$ cat src/rtl/mux_bus_ctrl.sv
module mux_bus_ctrl #(
  parameter int BUS_W    = 16,
  parameter int DATA_CYC = 2
) (
  input  logic             clk,
  input  logic             rst_n,
  input  logic             req_valid,
  input  logic             req_write,
  input  logic             req_wide,
  input  logic [BUS_W-1:0] req_addr,
  input  logic [BUS_W-1:0] req_wdata,
  output logic             req_ready,
  output logic             done,
  output logic [BUS_W-1:0] rd_data,
  output logic [BUS_W-1:0] bus_out,
  input  logic [BUS_W-1:0] bus_in,
  output logic             bus_oe_lo,
  output logic             bus_oe_hi,
  output logic             ale,
  output logic             adv_n,
  output logic             rd_n,
  output logic             wr_n
);
  localparam int HALF = BUS_W / 2;
  localparam int CW   = (DATA_CYC > 1) ? $clog2(DATA_CYC) : 1;

  typedef enum logic [1:0] {S_IDLE, S_ADDR, S_DATA} st_t;

  st_t             st;
  logic [CW-1:0]   cnt;
  logic [BUS_W-1:0] a_q, d_q;
  logic            wr_q, wide_q;
  logic            in_data, last;

  assign in_data = (st == S_DATA);
  assign last    = in_data && (cnt == CW'(DATA_CYC - 1));

  always_ff @(posedge clk or negedge rst_n) begin
    if (!rst_n) begin
      st      <= S_IDLE;
      cnt     <= '0;
      a_q     <= '0;
      d_q     <= '0;
      wr_q    <= 1'b0;
      wide_q  <= 1'b0;
      rd_data <= '0;
    end else begin
      case (st)
        S_IDLE: if (req_valid) begin
          a_q    <= req_addr;
          d_q    <= req_wdata;
          wr_q   <= req_write;
          wide_q <= req_wide;
          st     <= S_ADDR;
        end
        S_ADDR: begin
          cnt <= '0;
          st  <= S_DATA;
        end
        S_DATA: if (last) begin
          st <= S_IDLE;
          if (!wr_q)
            rd_data <= wide_q ? bus_in : {{HALF{1'b0}}, bus_in[HALF-1:0]};
        end else begin
          cnt <= cnt + 1'b1;
        end
        default: st <= S_IDLE;
      endcase
    end
  end

  assign req_ready = (st == S_IDLE);
  assign ale       = (st == S_ADDR);
  assign adv_n     = (st == S_IDLE);
  assign done      = last;
  assign wr_n      = !(in_data && wr_q);
  assign rd_n      = !(in_data && !wr_q);
  assign bus_oe_lo = ale || (in_data && wr_q);
  assign bus_oe_hi = ale || (in_data && wr_q && wide_q);
  assign bus_out   = ale ? a_q : (wide_q ? d_q : {{HALF{1'b0}}, d_q[HALF-1:0]});

  // latch pulse lasts one clock
  a_r3_ale_one_clock: assert property (@(posedge clk) disable iff (!rst_n) ale |=> !ale);
  // idle keeps both strobes inactive
  a_r2_idle_quiet: assert property (@(posedge clk) disable iff (!rst_n) req_ready |-> (adv_n && !ale));
  // address valid covers the latch pulse and releases after done
  a_r4_adv_cover: assert property (@(posedge clk) disable iff (!rst_n) ale |-> !adv_n);
  a_r4_adv_release: assert property (@(posedge clk) disable iff (!rst_n) done |=> adv_n);
  // latch pulse only at cycle start
  a_r5_ale_then_data: assert property (@(posedge clk) disable iff (!rst_n) ale |=> (!adv_n && !ale));
  // enables never both active
  a_r6_rw_exclusive: assert property (@(posedge clk) disable iff (!rst_n) !(!rd_n && !wr_n));
  // bus released while reading
  a_r7_read_hiz: assert property (@(posedge clk) disable iff (!rst_n) !rd_n |-> (!bus_oe_lo && !bus_oe_hi));
  // done is a single pulse and a busy block accepts nothing
  a_r9_done_pulse: assert property (@(posedge clk) disable iff (!rst_n) done |=> (!done && req_ready));
  a_r9_busy_hold: assert property (@(posedge clk) disable iff (!rst_n) (!req_ready && !done) |=> !req_ready);
endmodule

$ cat config.mk
export PLATFORM = sky130hd
export DESIGN_NAME = mux_bus_ctrl
export DESIGN_NICKNAME = d
export VERILOG_FILES = /design/src/rtl/mux_bus_ctrl.sv
export SDC_FILE = /design/constraint.sdc
export NUM_CORES = 1
export LEC_CHECK = 0
export BUFFER_PORTS_ARGS = -buffer_cell sky130_fd_sc_hd__buf_2
export CORE_ASPECT_RATIO = 0.5
export CORE_UTILIZATION = 30
export DETAILED_ROUTE_END_ITERATION = 7
export GPL_ROUTABILITY_DRIVEN = 0
export HOLD_SLACK_MARGIN = 0.03
export MAX_ROUTING_LAYER = met4
export PLACE_DENSITY_LB_ADDON = 0.2
export SYNTH_ARGS = -nofsm -noshare
export SYNTH_HDL_FRONTEND = slang
export SYNTH_SLANG_ARGS = --single-unit
$ cat constraint.sdc
create_clock -name clk -period 1.7 [get_ports clk]
set_clock_uncertainty 0.2 [all_clocks]
set_input_delay 0.17 -clock clk [delete_from_list [all_inputs] [get_ports clk]]
set_output_delay 0.17 -clock clk [all_outputs]
set_load 0.1 [all_outputs]
**Word level (Yosys, flattened, before mapping)**

Cells that the tools add are included.

- Input port bits: 53
- Word-level logic and storage cells: 37
- Register bits after elaboration: 53

- Mux-type cells: 8
- Reduce and logical (&&, ||, !) cells: 15
- Bitwise gates (word level): 1
- Equal/unequal tests: 5
- Add/sub/neg operators: 1

Operators by type and width:

| operator | count |
|---|---|
| two-way mux 16 bit | 3 |
| != test 2 bit (second input constant) | 3 |
| one-hot mux 2 bit (3 select lines) | 1 |
| AND reduction 2 bit | 3 |
| logical AND 1 bit | 4 |
| two-way mux 2 bit | 2 |
| zero test 1 bit | 3 |
| AND reduction 3 bit | 1 |
| equality test 2 x 1 -> 1 bit (second input constant) | 1 |
| equality test 2 bit (second input constant) | 1 |
| zero test 2 bit | 1 |
| logical OR 1 bit | 2 |
| one-hot mux 1 bit (2 select lines) | 1 |
| nonzero test 2 bit | 1 |
| adder 1 bit (second input constant) | 1 |
| two-way mux 1 bit | 1 |
| NOT 1 bit | 1 |

**Depth between registers and ports, before layout**

Gate-level depths: netlist (run 1).

- Depth after elaboration: 4
- Depth in mapped cells: 4
- Depth with buffers taken out: 2

**Least setup slack after synthesis (run 1)**

Ideal clock, no wire load.

- Path type: reg-to-output
- From: register st[1]
- To: output port bus_out[11]
- Data required time: 1.330 ns
- Arrival time: 3.514 ns
- Path slack: -2.184 ns
- Cell stages (with the launch flop): 4
- Cell sequence: dfrtp_1 and2b_1 clkbuf_1 o21ai_0

- Longest elaborated chain between the ends: 2

Ends and longest elaborated chain:

| item | line | RTL |
|---|---|---|
| start, declared | 29 | `st_t st;` |
| start signal, assigned | 40 | `st <= S_IDLE;` |
| start signal, assigned | 54 | `st <= S_ADDR;` |
| start signal, assigned | 58 | `st <= S_DATA;` |
| equality test 2 x 1 -> 1 bit | 73 | `assign ale = (st == S_ADDR);` |
| via ale | 19 | `output logic ale,` |
| two-way mux 16 bit | 80 | `assign bus_out = ale ? a_q : (wide_q ? d_q : {{HALF{1'b0}}, d_q[HALF-1:0]});` |
| end, declared | 15 | `output logic [BUS_W-1:0] bus_out,` |

The timed path passes the listed nets, and every way through them passes these cells.

**Worst setup path after layout (run 1)**

- From: register st[1]
- To: output port bus_out[3]

- Longest elaborated chain between the ends: 2

Ends and longest elaborated chain:

| item | line |
|---|---|
| equality test 2 x 1 -> 1 bit | 73 |
| two-way mux 16 bit | 80 |

Every way passes these cells.

==> summary.md, run 1 <==
| Metric | Value |
|---|---|
| Status | finished, violations left |
| Failing checks | setup timing |
| Hold Path End | st[0] |
| Antenna Nets Post-Route | 0 |
| Min-delay src | req_valid |
| Clk buf depth | 2 |
| Yosys top cell area share | 56.3% |
| Cells after Synth | approximately 180 |
| Seq/Total Area, Yosys | a little under three fifths |
| Vias in the first global route | 2,147 |
| Top-count cell post-synth | dfrtp_1 |
| WP data required | roughly 1300 ps |
| Crit path time final | approximately 2000 ps |
| Max Cap Viol | 0 |
| Crit start category | flip-flop |
| Worst Setup Slack, final | -276 ps |
| Initial antenna violation count | 0 |
| Critical Path Slowest Stage Cell | dfrtp_1 |
| Total wire length | about 6600 um |
| Nets | around 400 |
| Clk_lat worst skew | just under 300 ps |
| Bufs and invs on worst path | 2 |
| Relative slew margins | between 60 and 70% |
| Critical path peak fanout | 7 |
| Yosys reg bits | 53 |
| Unique masters post-synth | 23 |
| Cell taking the most area after synthesis | dfrtp_1 |
| GRT Util Overall | 17.1% |
| Maximum operating frequency | 0.506 GHz |
| Period utilisation layout | 116% |
| DRT iter0 DRCs | 39 |
| Worst setup EP type | output port |
| Die Height | roughly 65 um |
| Levels on crit path | 4 |
| Hold-critical path depth | 3 |
| Reg2Reg Depth | 7 |
| CTS buffer count | 5 |
| WL per Instance | 14.4 um |
| Clock transition at path regs | 70 ps |
| Min-Delay Path Class | primary input to flip-flop |
| Layout cell share with drive strength beyond 1 | a little under three fifths |
| Cell Area, Synth | 0.00236 mm^2 |
| Final Util | about three fifths |
| Clock root buffer master | clkbuf_16 |
| Delay-heaviest family, CP | flip-flops |
| Final-layout fill cell count | about 580 |
| Row Count | 22 |
| Worst reg2reg setup slack | -260 ps |
| Pin count of the biggest net entering global routing | 20 |
| Final Hold Fails | 0 |
| Ys Warns | 0 |
| Diode count | 0 |
| Die Area | around 0.008 mm^2 |
| Syn_nets | ~230 |
| Critical Path Max Stage Delay | ~400 ps |
| EDFF count, synth | 0 |
| Htree depth | 2 |
| Starting density of the core | a little under a third |
| Setup-failing EPs final | 74 |
| PortBufs | just over 90 |
| Max Slew Vio Count | 0 |
| Actual slew at the worst max-slew pin | roughly 500 ps |
| Total core area | roughly 0.0075 mm^2 |
| GRT Residual Overflow | 0 |
| Clock sinks | between 50 and 60 |
| Avg Inst Size Synth | 13.2 um^2 |
| RR Startpoint | st[1] |
| Area delta synth->final | 96.1% |
| Crit path kind | flip-flop to output port |
| Asr flop ratio synth | 100% |
| CTS tree | built |
| First-pass GRT wire length | approximately 11,000 um |
| DRT Pass-1 Iters | 4 |
| DIE WIDTH | about 130 um |
| Synth area leaders | dfrtp_1 56%, mux2_2 22%, mux2i_1 3.4%, nand2_1 2.9%, nand3b_1 2.5% |
| Hpwl dp | around 4000 um |
| Crit path cell chain | and2b_2 -> buf_8 -> mux2_4 -> buf_12 |
| Vias | around 2,000 |
| DRC | 0 |
| IO Count | 93 |
| Synth Flop Type | dfrtp_1 |
| Reg2reg end | wide_q |
| RSZ-0062 raised after global routing | yes |
| Top cells by count, synth | 53 x dfrtp_1, 47 x mux2_2, 18 x nand2_1, 9 x inv_1, 9 x o21ai_0 |
| Critical path arrival | 1610 ps |
| Via density | 4.37 |
through the flow:
step	instances	instance area, um^2	hold WS (ps)	setup slack [ps]	TNS, ps
after detailed placement	387	3570	-54.4	-52.2	-1040
after floorplan	178	2530	-326	-103	-864
after global placement	387	3570	-57.1	-21.9	-167
final	458	4620	130	-276	-13190
after global routing	458	4620	120	-327	-17660
after CTS	456	4490	140	-284	-12550
registers in the layout (all words and copies together), names as in the netlist:
register and flops:
a_q 16, cnt 1, d_q 16, rd_data 16
st 2, wide_q 1, wr_q 1
per-layer routing:
layer / GRT usage (%) / wire length, um / part of all wire (%) / up-vias
li1: - / - / - / 949
met5: - / 0 / 0 / -
met4: 4.76 / 59 / 0.89 / 0
met1: 20.4 / 2910 / 44 / 1002
met2: 29.4 / 3450 / 52 / 45
met3: 3.72 / 207 / 3.1 / 6
area by class of cell:
type                       count  area, um^2  area share [%]
clock buffer                   6         129            2.79
clock inverter                 2        38.8           0.839
inverter                       9        33.8           0.731
multi-input combinational    104        1230            26.7
sequential                    53        1330            28.7
tap                          108         135            2.92
timing repair buffer         176        1730            37.3
how the worst max path moves through the flow:
stage,from,endpoint
6_report,st[1],bus_out[3]
5_1_grt,st[0],bus_out[15]
4_1_cts,st[1],bus_out[3]
3_5_place_dp,st[0],rd_data[8]
3_3_place_gp,st[1],bus_out[1]
2_1_floorplan,st[1],bus_out[11]
kinds of logic (layout without fill, tap and decap cells):
family / after synthesis / after routing / share of synthesized area [%]
flip-flops: 53 / 53 / 56.3
AO/OA/AOI/OAI: 12 / 12 / 2.92
multiplexers: 58 / 58 / 27.6
AND/OR/NAND/NOR: 34 / 34 / 8.07
buffers and inverters: 21 / 193 / 5.15
cell usage in the layout, fill, tap and decap left out:
cell and instances:
a21o_1 1, a21o_2 1, a31o_4 1, and2_4 1
and2b_2 1, buf_12 29, buf_2 68, buf_4 12
buf_6 12, buf_8 3, bufinv_16 1, clkbuf_1 1
clkbuf_16 6, clkinv_4 1, dfrtp_1 53, dlygate4sd3_1 51
inv_1 9, mux2_4 50, mux2i_1 8, nand2_1 17
nand2_2 1, nand2b_4 1, nand3b_1 8, nor2_1 1
nor2_4 1, nor2b_4 1, nor3b_4 1, nor4bb_4 1
o21ai_0 1, o21ai_4 8
worst register-to-register path: stages, from the launching register on:
cell and delay [ps]:
dfrtp_1 400, buf_6 130, buf_6 110, buf_6 110, nor3b_4 280, buf_6 180
buf_12 140, mux2_4 300
timing repair:
| item | CTS | global route |
|---|---|---|
| resized for setup | 48 | 27 |
| hold buffers | 51 | 0 |
| pin swaps | 2 | 2 |
| buffers inserted | 9 | 2 |
| cloned | 2 | 1 |
| hold endpoints to repair | 103 | 0 |
| endpoints found under the setup margin | 66 | 74 |
Power of run 1 is left out: the tool's default activity adds up to more than one toggle a clock period on the data nets, which glitch-free logic cannot reach.
==> run 2: changes to the inputs <==
--- a/config.mk
+++ b/config.mk
@@ -13,6 +13,7 @@
 export HOLD_SLACK_MARGIN = 0.03
 export MAX_ROUTING_LAYER = met4
 export PLACE_DENSITY_LB_ADDON = 0.2
+export SKIP_LAST_GASP = 1
 export SYNTH_ARGS = -nofsm -noshare
 export SYNTH_HDL_FRONTEND = slang
 export SYNTH_SLANG_ARGS = --single-unit
==> summary.md, run 2 (same netlist as run 1, synthesis figures left out) <==
| Metric | Value |
|---|---|
| Worst setup EP type | output port (unchanged) |
| DRT iter0 DRCs | 43 (was 39) |
| CTS buffer count | 5 (unchanged) |
| Antenna Nets Post-Route | 0 (unchanged) |
| Vias in the first global route | 2,137 (was 2,147) |
| Die Area | 0.00824 mm^2 (unchanged) |
| DIE WIDTH | 127 um (unchanged) |
| Clk buf depth | 2 (unchanged) |
| Diode count | 0 (unchanged) |
| IO Count | 93 (unchanged) |
| Most frequent cells in the layout | 68 x buf_2, 53 x dfrtp_1, 51 x dlygate4sd3_1 (unchanged) |
| Final Util | 62.1% (was 62.0%) |
| Post-place instance area | 0.00357 mm^2 (unchanged) |
| Actual slew at the worst max-slew pin | 494 ps (about the same) |
| Nets | 403 (was 402) |
| Layout cell share with drive strength beyond 1 | 57.3% (was 57.1%) |
| Failing checks | setup timing (unchanged) |
| Max Cap Viol | 0 (unchanged) |
| Worst Setup Slack, final | -270 ps (was -276 ps) |
| Vias | 2,022 (was 2,002) |
| Initial antenna violation count | 0 (unchanged) |
| Final instance area | 0.00463 mm^2 (was 0.00462 mm^2) |
| RSZ-0062 raised after global routing | yes (unchanged) |
| First-pass GRT wire length | 10,300 um (was 10,500 um) |
| Post-Place Worst Slack | -52.2 ps (unchanged) |
| Via density | 4.41 (was 4.37) |
| WP data required | 1330 ps (about the same) |
| Clock sinks | 53 (unchanged) |
| Maximum operating frequency | 0.508 GHz (was 0.506 GHz) |
| Worst reg2reg setup slack | -260 ps (about the same) |
| PortBufs | 92 (unchanged) |
| GRT Residual Overflow | 0 (unchanged) |
| Die Height | 64.7 um (unchanged) |
| Total wire length | 6510 um (was 6620 um) |
| Period utilisation layout | 116% (about the same) |
| Min-Delay Path Class | primary input to flip-flop (unchanged) |
| DRT Pass-1 Iters | 4 (unchanged) |
| GRT Util Overall | 16.7% (was 17.1%) |
| WL per Instance | 14.2 um (was 14.4 um) |
| Pin count of the biggest net entering global routing | 20 (unchanged) |
| Final Hold Fails | 0 (unchanged) |
| Relative slew margins | 67.3% (about the same) |
| Area delta synth->final | 96.6% (was 96.1%) |
| Critical path arrival | 1600 ps (was 1610 ps) |
| Starting density of the core | 31.6% (unchanged) |
| Crit start category | flip-flop (unchanged) |
| Total core area | 0.00746 mm^2 (unchanged) |
| CTS tree | built (unchanged) |
| Clock root buffer master | clkbuf_16 (unchanged) |
| Clk_lat worst skew | 290 ps (about the same) |
| Hpwl dp | 4010 um (unchanged) |
| Clock transition at path regs | 70 ps (about the same) |
| Most common cell after layout, fill and taps aside | buf_2 (unchanged) |
| Row Count | 22 (unchanged) |
| Crit path time final | 1970 ps (was 1980 ps) |
| Setup-failing EPs final | 74 (unchanged) |
| Biggest regs | a_q x16, d_q x16, rd_data x16 (unchanged) |
| Max Slew Vio Count | 0 (unchanged) |
| Crit path kind | flip-flop to output port (unchanged) |
| DRC | 0 (unchanged) |
| Htree depth | 2 (unchanged) |
| Status | finished, violations left (unchanged) |
| Critical path peak fanout | 7 (unchanged) |
| Setup TNS | -13,000 ps (was -13,190 ps) |
-- run 2: final timing paths --
check | startpoint | to | depth (start not counted)
hold reg to reg | rd_data[2] | rd_data[2] | 1
min in group asynchronous | rst_n | d_q[4] | 2
max in group asynchronous | rst_n | rd_data[11] | 3
setup reg to reg | st[1] | a_q[1] | 7
hold / removal | req_valid | st[0] | 3
setup / recovery | st[1] | bus_out[3] | 4
-- run 2: final cells by class --
cell class	instances	area [um^2]
fillers	581	2830
repair buffers	177	1740
clock buffers	6	129
multi-input cells	104	1230
well taps	108	135
inverters	9	33.8
flip-flops and latches	53	1330
clock inverters	2	38.8
-- run 2: per-stage QoR --
stage	cells	hold WS, ps
floorplan	178	-326
global placement	387	-57.1
detailed placement	387	-54.4
CTS	456	140
global route	459	125
finish	459	127
-- run 2: critical path, cell delays in order (launching register included) --
cell and delay (ps):
dfrtp_1 400, and2b_2 260, buf_8 150, mux2_4 330
buf_12 170
-- run 2: repair_timing --
| item | 4_1_cts | 5_1_grt |
|---|---|---|
| hold endpoints to repair | 103 | 0 |
| gates resized for setup | 32 | 44 |
| gates cloned | 2 | 1 |
| pin swaps | 2 | 3 |
| hold buffers | 51 | 0 |
| endpoints found under the setup margin | 66 | 74 |
| buffers inserted | 9 | 3 |
-- run 2: metal layers --
| metal | global-route usage, % | up-vias | share of wire, % |
|---|---|---|---|
| met5 | - | - | 0 |
| met4 | 4.76 | 0 | 0.97 |
| met3 | 3.72 | 6 | 3.3 |
| met2 | 28.7 | 45 | 51 |
| met1 | 19.8 | 1019 | 44 |
| li1 | - | 952 | - |
Power of run 2 is left out for the same reason.
==> run 3: changes to the inputs <==
--- a/config.mk
+++ b/config.mk
@@ -7,11 +7,11 @@
 export LEC_CHECK = 0
 export BUFFER_PORTS_ARGS = -buffer_cell sky130_fd_sc_hd__buf_2
 export CORE_ASPECT_RATIO = 0.5
+export CORE_MARGIN = 4
 export CORE_UTILIZATION = 30
 export DETAILED_ROUTE_END_ITERATION = 7
-export GPL_ROUTABILITY_DRIVEN = 0
+export GPL_ROUTABILITY_DRIVEN = 1
 export HOLD_SLACK_MARGIN = 0.03
-export MAX_ROUTING_LAYER = met4
 export PLACE_DENSITY_LB_ADDON = 0.2
 export SKIP_LAST_GASP = 1
 export SYNTH_ARGS = -nofsm -noshare
==> summary.md, run 3 (same netlist as run 1, synthesis figures left out) <==
| Metric | Value |
|---|---|
| Htree depth | 2 (unchanged) |
| Failing checks | setup timing (unchanged) |
| Crit path kind | flip-flop to output port (unchanged) |
| Worst setup EP type | output port (unchanged) |
| CP most frequent cell | buf_12 |
| IO Count | 93 (unchanged) |
| Relative slew margins | 66.2% (was 67.3%) |
| Critical Path Slowest Stage Cell | dfrtp_1 (unchanged) |
| PortBufs | 92 (unchanged) |
| DRT Pass-1 Iters | 4 (unchanged) |
| Vias in the first global route | 2,195 (was 2,137) |
| GP Congestion | 0.759 |
| Most common cell after layout, fill and taps aside | buf_2 (unchanged) |
| Nets | 402 (was 403) |
| WP data required | 1330 ps (about the same) |
| Setup-failing EPs final | 51 (was 74) |
| Initial antenna violation count | 0 (unchanged) |
| Delay-heaviest family, CP | buffers and inverters (was flip-flops) |
| Max Slew Vio Count | 0 (unchanged) |
| WL per Instance | 14.9 um (was 14.2 um) |
| GRT Residual Overflow | 0 (unchanged) |
| Critical path peak fanout | 6 (was 7) |
| Bufs and invs on worst path | 3 (was 2) |
| Max Cap Viol | 0 (unchanged) |
| Min Hold Slack | 183 ps (was 127 ps) |
| Clock sinks | 53 (unchanged) |
| Status | finished, violations left (unchanged) |
| DRT iter0 DRCs | 23 (was 43) |
| Critical path arrival | 1640 ps (was 1600 ps) |
| Crit path time final | 2010 ps (was 1970 ps) |
| DIE WIDTH | 133 um (was 127 um) |
| Final Hold Fails | 0 (unchanged) |
| Crit path cell chain | buf_6 -> and2b_4 -> buf_12 -> mux2_4 -> buf_12 (was and2b_2 -> buf_8 -> mux2_4 -> buf_12) |
| Total wire length | 6800 um (was 6510 um) |
| Clock root buffer master | clkbuf_16 (unchanged) |
| Die Height | 70.7 um (was 64.7 um) |
| Diode count | 0 (unchanged) |
| Clock transition at path regs | 70 ps (about the same) |
| Critical Path Max Stage Delay | 400 ps (about the same) |
| CTS tree | built (unchanged) |
| CTS buffer count | 5 (unchanged) |
| Layout cell share with drive strength beyond 1 | 57.2% (was 57.3%) |
| Area delta synth->final | 94.2% (was 96.6%) |
| RSZ-0062 raised after global routing | yes (unchanged) |
| Via density | 4.32 (was 4.41) |
| Die Area | 0.00943 mm^2 (was 0.00824 mm^2) |
| Biggest regs | a_q x16, d_q x16, rd_data x16 (unchanged) |
| Min-Delay Path Class | primary input to asynchronous set/reset pin (was primary input to flip-flop) |
| Crit start category | flip-flop (unchanged) |
| Period utilisation layout | 118% (was 116%) |
| Row Count | 22 (unchanged) |
| Clk buf depth | 2 (unchanged) |
| Antenna Nets Post-Route | 0 (unchanged) |
| Actual slew at the worst max-slew pin | 507 ps (was 494 ps) |
| Hpwl dp | 4300 um (was 4010 um) |
| Clk_lat worst skew | 280 ps (was 290 ps) |
| DRC | 0 (unchanged) |
| Most frequent cells in the layout | 68 x buf_2, 53 x dfrtp_1, 51 x dlygate4sd3_1 (unchanged) |
| Starting density of the core | 31.5% (was 31.6%) |
| Worst Setup Slack, final | -306 ps (was -270 ps) |
| GRT Util Overall | 14.4% (was 16.7%) |
| Pin count of the biggest net entering global routing | 21 (was 20) |
| Vias | 1,970 (was 2,022) |
| Maximum operating frequency | 0.499 GHz (was 0.508 GHz) |
| First-pass GRT wire length | 10,800 um (was 10,300 um) |
| Total core area | 0.00749 mm^2 (was 0.00746 mm^2) |
## run 3: cell count changes in the layout (fill, tap and decap cells not counted), moves of 2 or more
cell | previous run | this run
mux2_4 | 50 | 30
mux2_2 | 0 | 20
buf_4 | 12 | 9
buf_12 | 29 | 31
## run 3: per-stage QoR
| step | util, % | setup TNS [ps] | cell area (um^2) | worst slack [ps] | cells |
|---|---|---|---|---|---|
| 2_1_floorplan | - | -864 | 2530 | -103 | 178 |
| 3_3_place_gp | 47.9 | -465 | 3580 | -26.9 | 386 |
| 3_5_place_dp | 47.9 | -1030 | 3580 | -62.0 | 386 |
| 4_1_cts | 59.1 | -9790 | 4430 | -317 | 451 |
| 5_1_grt | 61.1 | -9670 | 4580 | -354 | 456 |
| 6_report | 61.1 | -6020 | 4580 | -306 | 456 |
## run 3: path summary, 6_finish.rpt
path	start	cells after the start	endpoint	slack (ps)
max	st[0]	5	bus_out[0]	-310
min	rst_n	2	d_q[7]	180
max reg2reg	st[0]	5	a_q[15]	-40
min reg2reg	d_q[14]	1	d_q[14]	310
max in group asynchronous	rst_n	3	rd_data[15]	640
min in group clk	req_valid	4	st[0]	250
## run 3: what timing repair did
item	4_1_cts	5_1_grt
endpoints found under the hold margin	103	0
hold buffers	51	0
cloned	2	2
pin swaps	2	4
buffers inserted	6	4
setup endpoints to repair	49	74
resized for setup	32	21
## run 3: layout make-up
class | count | area, um^2
Fill cell | 581 | 2910
Timing Repair Buffer | 176 | 1780
Sequential cell | 53 | 1330
Multi-Input combinational cell | 104 | 1170
Tap cell | 108 | 135
Clock buffer | 5 | 125
Inverter | 9 | 33.8
Clock inverter | 1 | 5.00
## run 3: routing by layer
layer / wire length (um) / part of all wire, % / track usage [%] / up-vias
met5: 0 / 0 / 0 / -
met4: 51 / 0.75 / 3.31 / 0
met3: 320 / 4.7 / 4.05 / 7
met2: 3710 / 54 / 27.6 / 43
met1: 2720 / 40 / 16.1 / 974
li1: - / - / - / 946
Power of run 3 is left out for the same reason.
